[src/rtl/scl_ctrl_pkg.sv]
package scl_ctrl_pkg;
  localparam int A_CTRL       = 0;
  localparam int A_STAT       = 1;
  localparam int A_RSVD       = 2;
  localparam int A_WIDTH      = 3;
  localparam int A_HEIGHT     = 4;
  localparam int A_BANK_BASE  = 5;
  localparam int A_PHASE_BASE = 9;
  localparam int A_TAP0       = 11;
  localparam int NDIR         = 2;

  // direction 0 = horizontal, 1 = vertical
  function automatic int wbank_addr(input int d);
    return A_BANK_BASE + 2 * d;
  endfunction

  function automatic int rbank_addr(input int d);
    return A_BANK_BASE + 2 * d + 1;
  endfunction

  function automatic int phase_addr(input int d);
    return A_PHASE_BASE + d;
  endfunction
endpackage

[src/rtl/scl_coef_bank.sv]
module scl_coef_bank #(
  parameter int NTAPS   = 4,
  parameter int NPHASES = 8,
  parameter int NBANKS  = 2,
  parameter int DW      = 32,
  parameter int IDXW    = 8,
  localparam int PHW    = (NPHASES > 1) ? $clog2(NPHASES) : 1,
  localparam int TAPW   = (NTAPS > 1) ? $clog2(NTAPS) : 1
) (
  input  logic                  clk,
  input  logic                  commit,
  input  logic [IDXW-1:0]       wbank,
  input  logic [IDXW-1:0]       wphase,
  input  logic [NTAPS*DW-1:0]   wtaps,
  input  logic [IDXW-1:0]       rbank,
  input  logic [PHW-1:0]        rphase,
  input  logic [TAPW-1:0]       rtap,
  output logic [DW-1:0]         rdata
);
  localparam int ROWS = NBANKS * NPHASES;
  localparam int RW   = (ROWS > 1) ? $clog2(ROWS) : 1;

  // one row per (bank, phase) holds every tap of that phase
  logic [NTAPS*DW-1:0] mem [ROWS];
  logic                w_ok;
  logic [RW-1:0]       widx;
  logic [RW-1:0]       ridx;
  logic                rb_ok;
  logic                ph_ok;
  logic                tap_ok;
  logic [NTAPS*DW-1:0] row;

  assign w_ok = commit && (wbank < IDXW'(NBANKS)) && (wphase < IDXW'(NPHASES));
  assign widx = RW'(wbank) * RW'(NPHASES) + RW'(wphase);

  always_ff @(posedge clk) begin
    if (w_ok) mem[widx] <= wtaps;
  end

  assign rb_ok = (rbank < IDXW'(NBANKS));

  generate
    if ((1 << PHW) == NPHASES) begin : g_ph_full
      assign ph_ok = 1'b1;
    end else begin : g_ph_part
      assign ph_ok = (rphase < PHW'(NPHASES));
    end
    if ((1 << TAPW) == NTAPS) begin : g_tap_full
      assign tap_ok = 1'b1;
    end else begin : g_tap_part
      assign tap_ok = (rtap < TAPW'(NTAPS));
    end
  endgenerate

  assign ridx  = RW'(rbank) * RW'(NPHASES) + RW'(rphase);
  assign row   = mem[ridx];
  assign rdata = (rb_ok && ph_ok && tap_ok) ? row[int'(rtap) * DW +: DW] : '0;
endmodule

[src/rtl/scl_frame_ctl.sv]
module scl_frame_ctl #(
  parameter int DIMW = 16,
  parameter int IDXW = 8
) (
  input  logic                 clk,
  input  logic                 rst,
  input  logic                 go,
  input  logic                 req,
  input  logic                 fend,
  input  logic [DIMW-1:0]      live_w,
  input  logic [DIMW-1:0]      live_h,
  input  logic [1:0][IDXW-1:0] live_rb,
  output logic                 gnt,
  output logic                 busy,
  output logic [DIMW-1:0]      sh_w,
  output logic [DIMW-1:0]      sh_h,
  output logic [1:0][IDXW-1:0] sh_rb
);
  always_ff @(posedge clk) begin
    if (rst) begin
      gnt   <= 1'b0;
      busy  <= 1'b0;
      sh_w  <= '0;
      sh_h  <= '0;
      sh_rb <= '0;
    end else begin
      gnt <= 1'b0;
      if (busy && fend) busy <= 1'b0;
      if (req && go && !busy) begin
        gnt   <= 1'b1;
        busy  <= 1'b1;
        sh_w  <= live_w;
        sh_h  <= live_h;
        sh_rb <= live_rb;
      end
    end
  end
endmodule

[src/rtl/scl_ctrl_port.sv]
module scl_ctrl_port
  import scl_ctrl_pkg::*;
#(
  parameter int BUSW    = 32,
  parameter int AW      = 5,
  parameter int NTAPS   = 4,
  parameter int NPHASES = 8,
  parameter int NBANKS  = 2,
  parameter int DW      = 32,
  parameter int DIMW    = 16,
  parameter int IDXW    = 8,
  localparam int PHW    = (NPHASES > 1) ? $clog2(NPHASES) : 1,
  localparam int TAPW   = (NTAPS > 1) ? $clog2(NTAPS) : 1
) (
  input  logic            clk,
  input  logic            rst,
  input  logic            bus_wr,
  input  logic [AW-1:0]   bus_addr,
  input  logic [BUSW-1:0] bus_wdata,
  output logic [BUSW-1:0] bus_rdata,
  input  logic            dp_frame_req,
  input  logic            dp_frame_end,
  output logic            dp_frame_gnt,
  output logic            frm_busy,
  output logic [DIMW-1:0] frm_width,
  output logic [DIMW-1:0] frm_height,
  input  logic            coef_dir,
  input  logic [PHW-1:0]  coef_phase,
  input  logic [TAPW-1:0] coef_tap,
  output logic [DW-1:0]   coef_data
);
  logic                        go_q;
  logic [DIMW-1:0]             width_q;
  logic [DIMW-1:0]             height_q;
  logic [NDIR-1:0][IDXW-1:0]   wb_q;
  logic [NDIR-1:0][IDXW-1:0]   rb_q;
  logic [NDIR-1:0][IDXW-1:0]   ph_q;
  logic [NTAPS-1:0][DW-1:0]    stage_q;
  logic [NDIR-1:0]             commit;
  logic [NDIR-1:0][IDXW-1:0]   sh_rb;
  logic [BUSW-1:0]             rd_mux;

  // host register writes
  always_ff @(posedge clk) begin
    if (rst) begin
      go_q     <= 1'b0;
      width_q  <= '0;
      height_q <= '0;
      wb_q     <= '0;
      rb_q     <= '0;
      ph_q     <= '0;
      stage_q  <= '0;
    end else if (bus_wr) begin
      if (bus_addr == AW'(A_CTRL))   go_q     <= bus_wdata[0];
      if (bus_addr == AW'(A_WIDTH))  width_q  <= bus_wdata[DIMW-1:0];
      if (bus_addr == AW'(A_HEIGHT)) height_q <= bus_wdata[DIMW-1:0];
      for (int d = 0; d < NDIR; d++) begin
        if (bus_addr == AW'(wbank_addr(d))) wb_q[d] <= bus_wdata[IDXW-1:0];
        if (bus_addr == AW'(rbank_addr(d))) rb_q[d] <= bus_wdata[IDXW-1:0];
        if (bus_addr == AW'(phase_addr(d))) ph_q[d] <= bus_wdata[IDXW-1:0];
      end
      for (int t = 0; t < NTAPS; t++) begin
        if (bus_addr == AW'(A_TAP0 + t)) stage_q[t] <= bus_wdata[DW-1:0];
      end
    end
  end

  // a phase write is the commit strobe of its direction
  always_comb begin
    for (int d = 0; d < NDIR; d++) begin
      commit[d] = bus_wr && (bus_addr == AW'(phase_addr(d)));
    end
  end

  // read mux, registered below
  always_comb begin
    rd_mux = '0;
    if (bus_addr == AW'(A_CTRL))   rd_mux = BUSW'(go_q);
    if (bus_addr == AW'(A_STAT))   rd_mux = BUSW'(frm_busy);
    if (bus_addr == AW'(A_WIDTH))  rd_mux = BUSW'(width_q);
    if (bus_addr == AW'(A_HEIGHT)) rd_mux = BUSW'(height_q);
    for (int d = 0; d < NDIR; d++) begin
      if (bus_addr == AW'(wbank_addr(d))) rd_mux = BUSW'(wb_q[d]);
      if (bus_addr == AW'(rbank_addr(d))) rd_mux = BUSW'(rb_q[d]);
      if (bus_addr == AW'(phase_addr(d))) rd_mux = BUSW'(ph_q[d]);
    end
    for (int t = 0; t < NTAPS; t++) begin
      if (bus_addr == AW'(A_TAP0 + t)) rd_mux = BUSW'(stage_q[t]);
    end
  end

  always_ff @(posedge clk) begin
    if (rst) bus_rdata <= '0;
    else     bus_rdata <= rd_mux;
  end

  scl_frame_ctl #(
    .DIMW (DIMW),
    .IDXW (IDXW)
  ) u_frame (
    .clk     (clk),
    .rst     (rst),
    .go      (go_q),
    .req     (dp_frame_req),
    .fend    (dp_frame_end),
    .live_w  (width_q),
    .live_h  (height_q),
    .live_rb (rb_q),
    .gnt     (dp_frame_gnt),
    .busy    (frm_busy),
    .sh_w    (frm_width),
    .sh_h    (frm_height),
    .sh_rb   (sh_rb)
  );

  generate
    for (genvar d = 0; d < NDIR; d++) begin : g_dir
      logic [DW-1:0] q;
      scl_coef_bank #(
        .NTAPS   (NTAPS),
        .NPHASES (NPHASES),
        .NBANKS  (NBANKS),
        .DW      (DW),
        .IDXW    (IDXW)
      ) u_bank (
        .clk    (clk),
        .commit (commit[d]),
        .wbank  (wb_q[d]),
        .wphase (bus_wdata[IDXW-1:0]),
        .wtaps  (stage_q),
        .rbank  (sh_rb[d]),
        .rphase (coef_phase),
        .rtap   (coef_tap),
        .rdata  (q)
      );
    end
  endgenerate

  assign coef_data = coef_dir ? g_dir[1].q : g_dir[0].q;
endmodule

[config.mk]
export PLATFORM = sky130hd
export DESIGN_NAME = scl_ctrl_port
export DESIGN_NICKNAME = d
export VERILOG_FILES = /design/src/rtl/scl_ctrl_pkg.sv /design/src/rtl/scl_coef_bank.sv /design/src/rtl/scl_frame_ctl.sv /design/src/rtl/scl_ctrl_port.sv
export SDC_FILE = /design/constraint.sdc
export NUM_CORES = 2
export LEC_CHECK = 0
export BUFFER_PORTS_ARGS = -buffer_cell sky130_fd_sc_hd__buf_4
export CAP_MARGIN = 10
export CORE_AREA = 3 3 704 636
export DETAILED_ROUTE_END_ITERATION = 6
export DIE_AREA = 0 0 707 639
export GPL_ROUTABILITY_DRIVEN = 0
export HOLD_SLACK_MARGIN = 0.08
export PLACE_DENSITY = 0.54
export SETUP_SLACK_MARGIN = 0.02
export SLEW_MARGIN = 20
export SYNTH_ARGS = -nofsm -noshare
export SYNTH_HDL_FRONTEND = slang
export SYNTH_SLANG_ARGS = --single-unit
[constraint.sdc]
create_clock -name clk -period 14.5 [get_ports clk]
set_clock_uncertainty 0.15 [all_clocks]
set_input_delay 2.175 -clock clk [delete_from_list [all_inputs] [get_ports clk]]
set_output_delay 2.175 -clock clk [all_outputs]
set_load 0.05 [all_outputs]
## Word level (Yosys, flattened, before mapping)

Memories as Yosys holds them, arrays and structs flattened.
Cells that the tools add are included.

- Memories kept: 2
- Register bits after elaboration: 291
- Logic and storage cells: 95
- Memory bits (writable): 4,096

Memory list:

| memory | words | width | read ports | clocked after memory_dff | write ports | RTL line | RTL |
|---|---|---|---|---|---|---|---|
| g_dir[0].u_bank.mem | 16 | 128 | 1 | 0 | 1 | scl_coef_bank.sv:24 | `logic [NTAPS*DW-1:0] mem [ROWS];` |
| g_dir[1].u_bank.mem | 16 | 128 | 1 | 0 | 1 | scl_coef_bank.sv:24 |  |

- Magnitude comparators: 5
- Eq/ne operators: 13
- Add/subtract/negate cells: 4
- Reduce and logical (&&, ||, !) cells: 25
- Shifts and indexed selects: 2
- Mux-type cells: 24

Operators by type and width:

| operator | count |
|---|---|
| 2-to-1 mux 32 bit | 16 |
| variable part select 128 x 8 -> 32 bit | 2 |
| == test 5 x 4 -> 1 bit (second input constant) | 7 |
| less-than comparator 8 x 2 -> 1 bit (second input constant) | 4 |
| AND reduction 2 bit | 13 |
| == test 5 x 3 -> 1 bit (second input constant) | 4 |
| logical AND 1 bit | 9 |
| adder 4 x 3 -> 4 bit | 2 |
| adder 4 bit | 2 |
| less-than comparator 8 x 4 -> 1 bit (second input constant) | 1 |
| 2-to-1 mux 1 bit | 8 |
| == test 5 x 1 -> 1 bit (second input constant) | 1 |
| == test 5 x 2 -> 1 bit (second input constant) | 1 |
| zero test 5 bit | 1 |
| nonzero test 2 bit | 1 |
| zero test 1 bit | 1 |

## Logic depth before layout (Yosys ltp)

- Depth in word-level cells: 15
- Gate-level depth with buffers: 12

## Cells and area by module

A second synthesis with hierarchy kept.

- Cells, all modules: 8,193
- Area total of the unflattened synthesis: 169,456.3 µm²

Modules (own cells, without submodules):

| module | instances | sequential area each (µm²) | cells each | area an instance (µm²) |
|---|---|---|---|---|
| scl_coef_bank at g_dir[1].u_bank | 1 | 61,499.0 | 3,365 | 78,484.0 |
| scl_coef_bank at g_dir[0].u_bank | 1 | 61,499.0 | 3,366 | 78,395.2 |
| scl_ctrl_port | 1 | 4,824.6 | 1,247 | 10,362.4 |
| scl_frame_ctl | 1 | 1,001.0 | 215 | 2,214.6 |

## Worst setup path before layout

OpenSTA, ideal clock, no wires.

- Path type: input-to-reg
- From: in bus_addr[4]
- To: mem g_dir[1].u_bank.mem[0][0] (netlist bit), enable pin
- Buffers on the path: 2
- Arrival time: 12.215 ns
- Path slack: 1.363 ns
- Stages: 8
- Required time: 13.578 ns
- Cell sequence: buf_2 -> nor3b_2 -> nand3_1 -> buf_2 -> nor4_1 -> nor2b_1 -> nand2_1 -> nor3_1

- Word-level cells in the longest chain between the ends: 6

RTL lines:

| element | RTL line | RTL |
|---|---|---|
| start: declaration | scl_ctrl_port.sv:18 | `input logic [AW-1:0] bus_addr,` |
| == test 5 x 4 -> 1 bit | scl_ctrl_port.sv:71 | `commit[d] = bus_wr && (bus_addr == AW'(phase_addr(d)));` |
| logical AND 1 bit | scl_ctrl_port.sv:71 |  |
| logical AND 1 bit (2 in a row) | scl_coef_bank.sv:33 | `assign w_ok = commit && (wbank < IDXW'(NBANKS)) && (wphase < IDXW'(NPHASES));` |
| 2-to-1 mux 1 bit | scl_coef_bank.sv:37 | `if (w_ok) mem[widx] <= wtaps;` |
| 2-to-1 mux 1 bit (implied by the code) | scl_coef_bank.sv:37 |  |
| end: declaration | scl_coef_bank.sv:24 |  |

Every way passes these cells.

## Worst setup path after layout

- From: in coef_phase[0]
- To: out coef_data[18]

- Word-level cells in the longest chain between the ends: 5
- Elaborated cells between the ends (all ways): 9

RTL lines:

| element | RTL line | RTL |
|---|---|---|
| start: declaration | scl_ctrl_port.sv:28 | `input logic [PHW-1:0] coef_phase,` |
| adder 4 x 3 -> 4 bit | scl_coef_bank.sv:55 | `assign ridx = RW'(rbank) * RW'(NPHASES) + RW'(rphase);` |
| memory read (16 x 128 bit) | -- |  |
| variable part select 128 x 8 -> 32 bit | scl_coef_bank.sv:57 | `assign rdata = (rb_ok && ph_ok && tap_ok) ? row[int'(rtap) * DW +: DW] : '0;` |
| 2-to-1 mux 32 bit | scl_coef_bank.sv:57 |  |
| 2-to-1 mux 32 bit (*) | scl_ctrl_port.sv:139 | `assign coef_data = coef_dir ? g_dir[1].q : g_dir[0].q;` |
| end: declaration | scl_ctrl_port.sv:30 | `output logic [DW-1:0] coef_data` |

Every way passes the cells marked *; elsewhere a longest branch is shown, timed or not.

==> reports/qor.csv <==
stage;metric;value;unit
worst_setup_path;worst r2r path cells;8;
power;Clk network pwr share;44.2;%
logic_synthesis;EDFF count, synth;4096;
detailed_routing;DRC;1;
worst_setup_path;CP endpoint kind;output port;
power;switching fraction of total power;21.0;%
worst_hold_path;class of the worst hold path;register to register;
worst_hold_path;hold path start;u_frame.sh_w[8];
logic_synthesis;syn nets;8351;
placement;DP Worst Slack;5.27;ns
detailed_routing;DR pass1 iterations;7;
worst_setup_path;crit-path most repeated cell;buf_4;
cts;Clock Sink Count;4387;
cells_and_area;nets;8687;
worst_setup_path;crit-path max cell delay;0.75;ns
timing;Rel. slew slack;7.82;%
placement;DPL Wire Length;282000;um
power;P_leak;69.6;nW
cells_and_area;post-layout util;43.3;%
logic_synthesis;post-synthesis cell type count;62;
worst_setup_path;crit path DAT;6.76;ns
power;Comb power frac;3.0;%
logic_synthesis;synthesized cell area;167000;um^2
logic_synthesis;post-synthesis instance total;8303;
cts;H-tree levels;5;
cts;number of setup buffers added after CTS;0;
cts;Clk Latency, worst-skew pair;0.99;ns
timing;Setup TNS;0;ns
cells_and_area;share of cells above drive strength 1;23.2;%
detailed_routing;DR vias/cell;6.02;
logic_synthesis;Avg Inst Size Synth;20.2;um^2
worst_setup_path;worst path cell trace;buf_16, buf_4, buf_4, buf_4, mux4_2, mux2i_1, o21ai_0, o21ai_0, o31ai_1, buf_4;
worst_hold_path;hold endpoint;u_frame.sh_w[8];
power;Worst VDD drop;128;uV
logic_synthesis;Ys Warns;0;
cts;clock root cell;clkbuf_16;
power;Pwr Total;25.9;mW
logic_synthesis;Primary FF master, synth;edfxtp_1;
logic_synthesis;synthesized flop and latch total;4387;
power;pwr dens;136;nW/um^2
detailed_routing;Vias;89400;
global_route;first-pass GRT wire length;734000;um
cells_and_area;area of the multi-input gates;36600;um^2
floorplanning;# IOs;146;
cts;# hold bufs at CTS;0;
worst_setup_path;reg2reg end;g_dir[1].u_bank.mem[14][33];
timing;Fin. Hold Viols;0;
placement;port bufs;145;
floorplanning;DIE AREA;452000;um^2
global_route;grt ovf;0;
floorplanning;starting density of the core;38.1;%
detailed_routing;DR WL/cell;36.0;um
detailed_routing;aggregate routed wire length;535000;um
power;sequential power share;52.9;%
worst_setup_path;CP max-delay cell;buf_4;
cts;TritonCTS clock tree;built;
floorplanning;die height;639;um
cts;CTS Buf Count;447;
timing;maximum clock frequency;0.110;GHz
worst_setup_path;Worst EP required;12.18;ns
logic_synthesis;sequential area share after synthesis;76.9;%
worst_setup_path;CP Launch Type;primary input;
outcome;failing checks;DRC;
cells_and_area;Fill cells;37700;
timing;fin crit share;62.6;%
detailed_routing;Final ANT Viol Nets;0;
timing;final setup violation count;0;
cells_and_area;Syn-to-layout area delta;13.9;%
worst_hold_path;cell depth of the worst hold path;2;
job;# Max-Cap Violations;0;
timing;Tightest Pin Transition;1.38;ns
worst_setup_path;critical path peak fanout;54;
logic_synthesis;Async SR Flop Fraction;0;%
worst_setup_path;R2R Setup Slk;9.40;ns
floorplanning;std cell rows;231;
timing;Pins Over Slew Limit;0;
worst_setup_path;CP Class;primary input to output port;
floorplanning;die width;707;um
outcome;status;finished with violations;
worst_setup_path;reg2reg start;wb_q[15];
cells_and_area;Sequential cell area;129000;um^2
cts;clk slew on worst S/H paths;0.06;ns
floorplanning;core region area;440000;um^2
global_route;vias in the first global route;88200;
timing;Tmin final;9.08;ns
global_route;gr usage total;23.3;%
power;switching power;5.44;mW
detailed_routing;DRT iter0 DRCs;12100;
global_route;antenna violations before repair;53;
global_route;largest net degree at the start of global routing;120;
cts;post-cts repair resize count;0;
power;Internal;20.4;mW
cts;Clock Path Buffers;4;
timing;min setup slack post-route;5.42;ns
timing;unrepaired setup endpoints after global routing;no;
==> placed cells by master, fill, tap and decap left out, types with 107 or more instances in the layout <==
cell type,Yosys,routed
edfxtp_1,4096,4096
mux4_2,873,873
nand2_1,541,533
mux2i_1,511,511
clkbuf_16,0,455
buf_4,61,362
a21oi_1,307,307
dfxtp_1,291,221
a22oi_1,147,147
nor2_1,161,123
o22ai_1,111,111
clkbuf_1,241,107
==> registers in the layout (all words and copies together) (netlist names) <==
register,cells
u_frame.sh_h,16
u_frame.gnt,1
width_q,16
bus_rdata,32
rb_q,16
go_q,1
wb_q,16
u_frame.sh_w,16
ph_q,16
u_frame.busy,1
height_q,16
g_dir.u_bank.mem,4096
stage_q,128
u_frame.sh_rb,16
==> stage by stage <==
| stage | std cells | hold slack, ns | instance area, um^2 |
|---|---|---|---|
| 2_1_floorplan | 8303 | 0.281 | 167000 |
| 3_3_place_gp | 14000 | 0.291 | 176000 |
| 3_5_place_dp | 14000 | 0.297 | 176000 |
| 4_1_cts | 14800 | 0.305 | 191000 |
| 5_1_grt | 14900 | 0.323 | 191000 |
| 6_report | 14900 | 0.305 | 191000 |
==> power groups by stage <==
stage / Clock (mW) / Sequential (mW) / Combinational [mW]
global placement: 0 / 13.9 / 0.766
floorplan: 0 / 13.9 / 0.460
detailed placement: 0 / 13.9 / 0.767
finish: 11.4 / 13.7 / 0.765
global route: 12.1 / 13.7 / 0.795
CTS: 11.6 / 13.7 / 0.769
==> how the worst max path moves through the flow <==
stage | start | end
final | coef_phase[0] | coef_data[18]
after global routing | coef_phase[0] | coef_data[18]
after CTS | coef_phase[0] | coef_data[18]
after detailed placement | coef_phase[0] | coef_data[18]
after global placement | coef_phase[0] | coef_data[18]
after floorplan | bus_addr[4] | g_dir[1].u_bank.mem[0][0]
==> cell families after synthesis <==
kind of cell              after synthesis  share of synthesized area (%)
xor gates and xnor gates                4                         0.0209
AOI/OAI and AO/OA                    1043                           4.11
and+or+nand+nor                       945                           2.47
buffers and inverters                 512                           1.51
DFF                                  4387                           76.9
muxes                                1412                           15.0
==> synth_stat cells, types with 20 or more instances <==
cell	n	area share (%)
buf_6	23	0.15
a21oi_1	307	0.92
nand3_1	31	0.093
buf_2	163	0.49
nand4_1	36	0.13
buf_1	20	0.045
a22o_1	26	0.14
dfxtp_1	291	3.5
clkbuf_1	241	0.54
mux2i_1	511	3.1
nor2_1	161	0.36
edfxtp_1	4096	73
a22oi_1	147	0.66
a211oi_1	76	0.34
buf_4	61	0.27
o22ai_1	111	0.41
nor2b_1	57	0.21
o211ai_1	81	0.36
nor3_1	33	0.099
nand2_1	541	1.2
a221oi_1	66	0.35
mux4_2	873	12
nand2b_1	45	0.17
mux2_2	28	0.19
o21ai_0	103	0.31
==> routing by layer <==
| metal | vias up | track usage, % | routed length, um |
|---|---|---|---|
| li1 | 35000 | - | - |
| met1 | 48800 | 33.4 | 221000 |
| met2 | 4703 | 36.5 | 248000 |
| met3 | 856 | 3.96 | 48600 |
| met4 | 8 | 7.19 | 17900 |
| met5 | - | 0 | 55 |
==> worst max-delay path: cells and delay by family <==
family | cells | cell delay, ns
AO/OA/AOI/OAI | 3 | 1.14
buffers and inverters | 5 | 2.71
multiplexers | 2 | 0.45
==> layout make-up <==
type,instances,share of cell area [%]
well taps,5825,3.82
diodes,18,0.0236
clock buffers,586,6.35
multi-input cells,3404,19.2
clock inverters,244,1.22
repair buffers,395,1.77
flip-flops and latches,4387,67.6
inverters,4,0.00787
(Power assumes the default switching activity.)
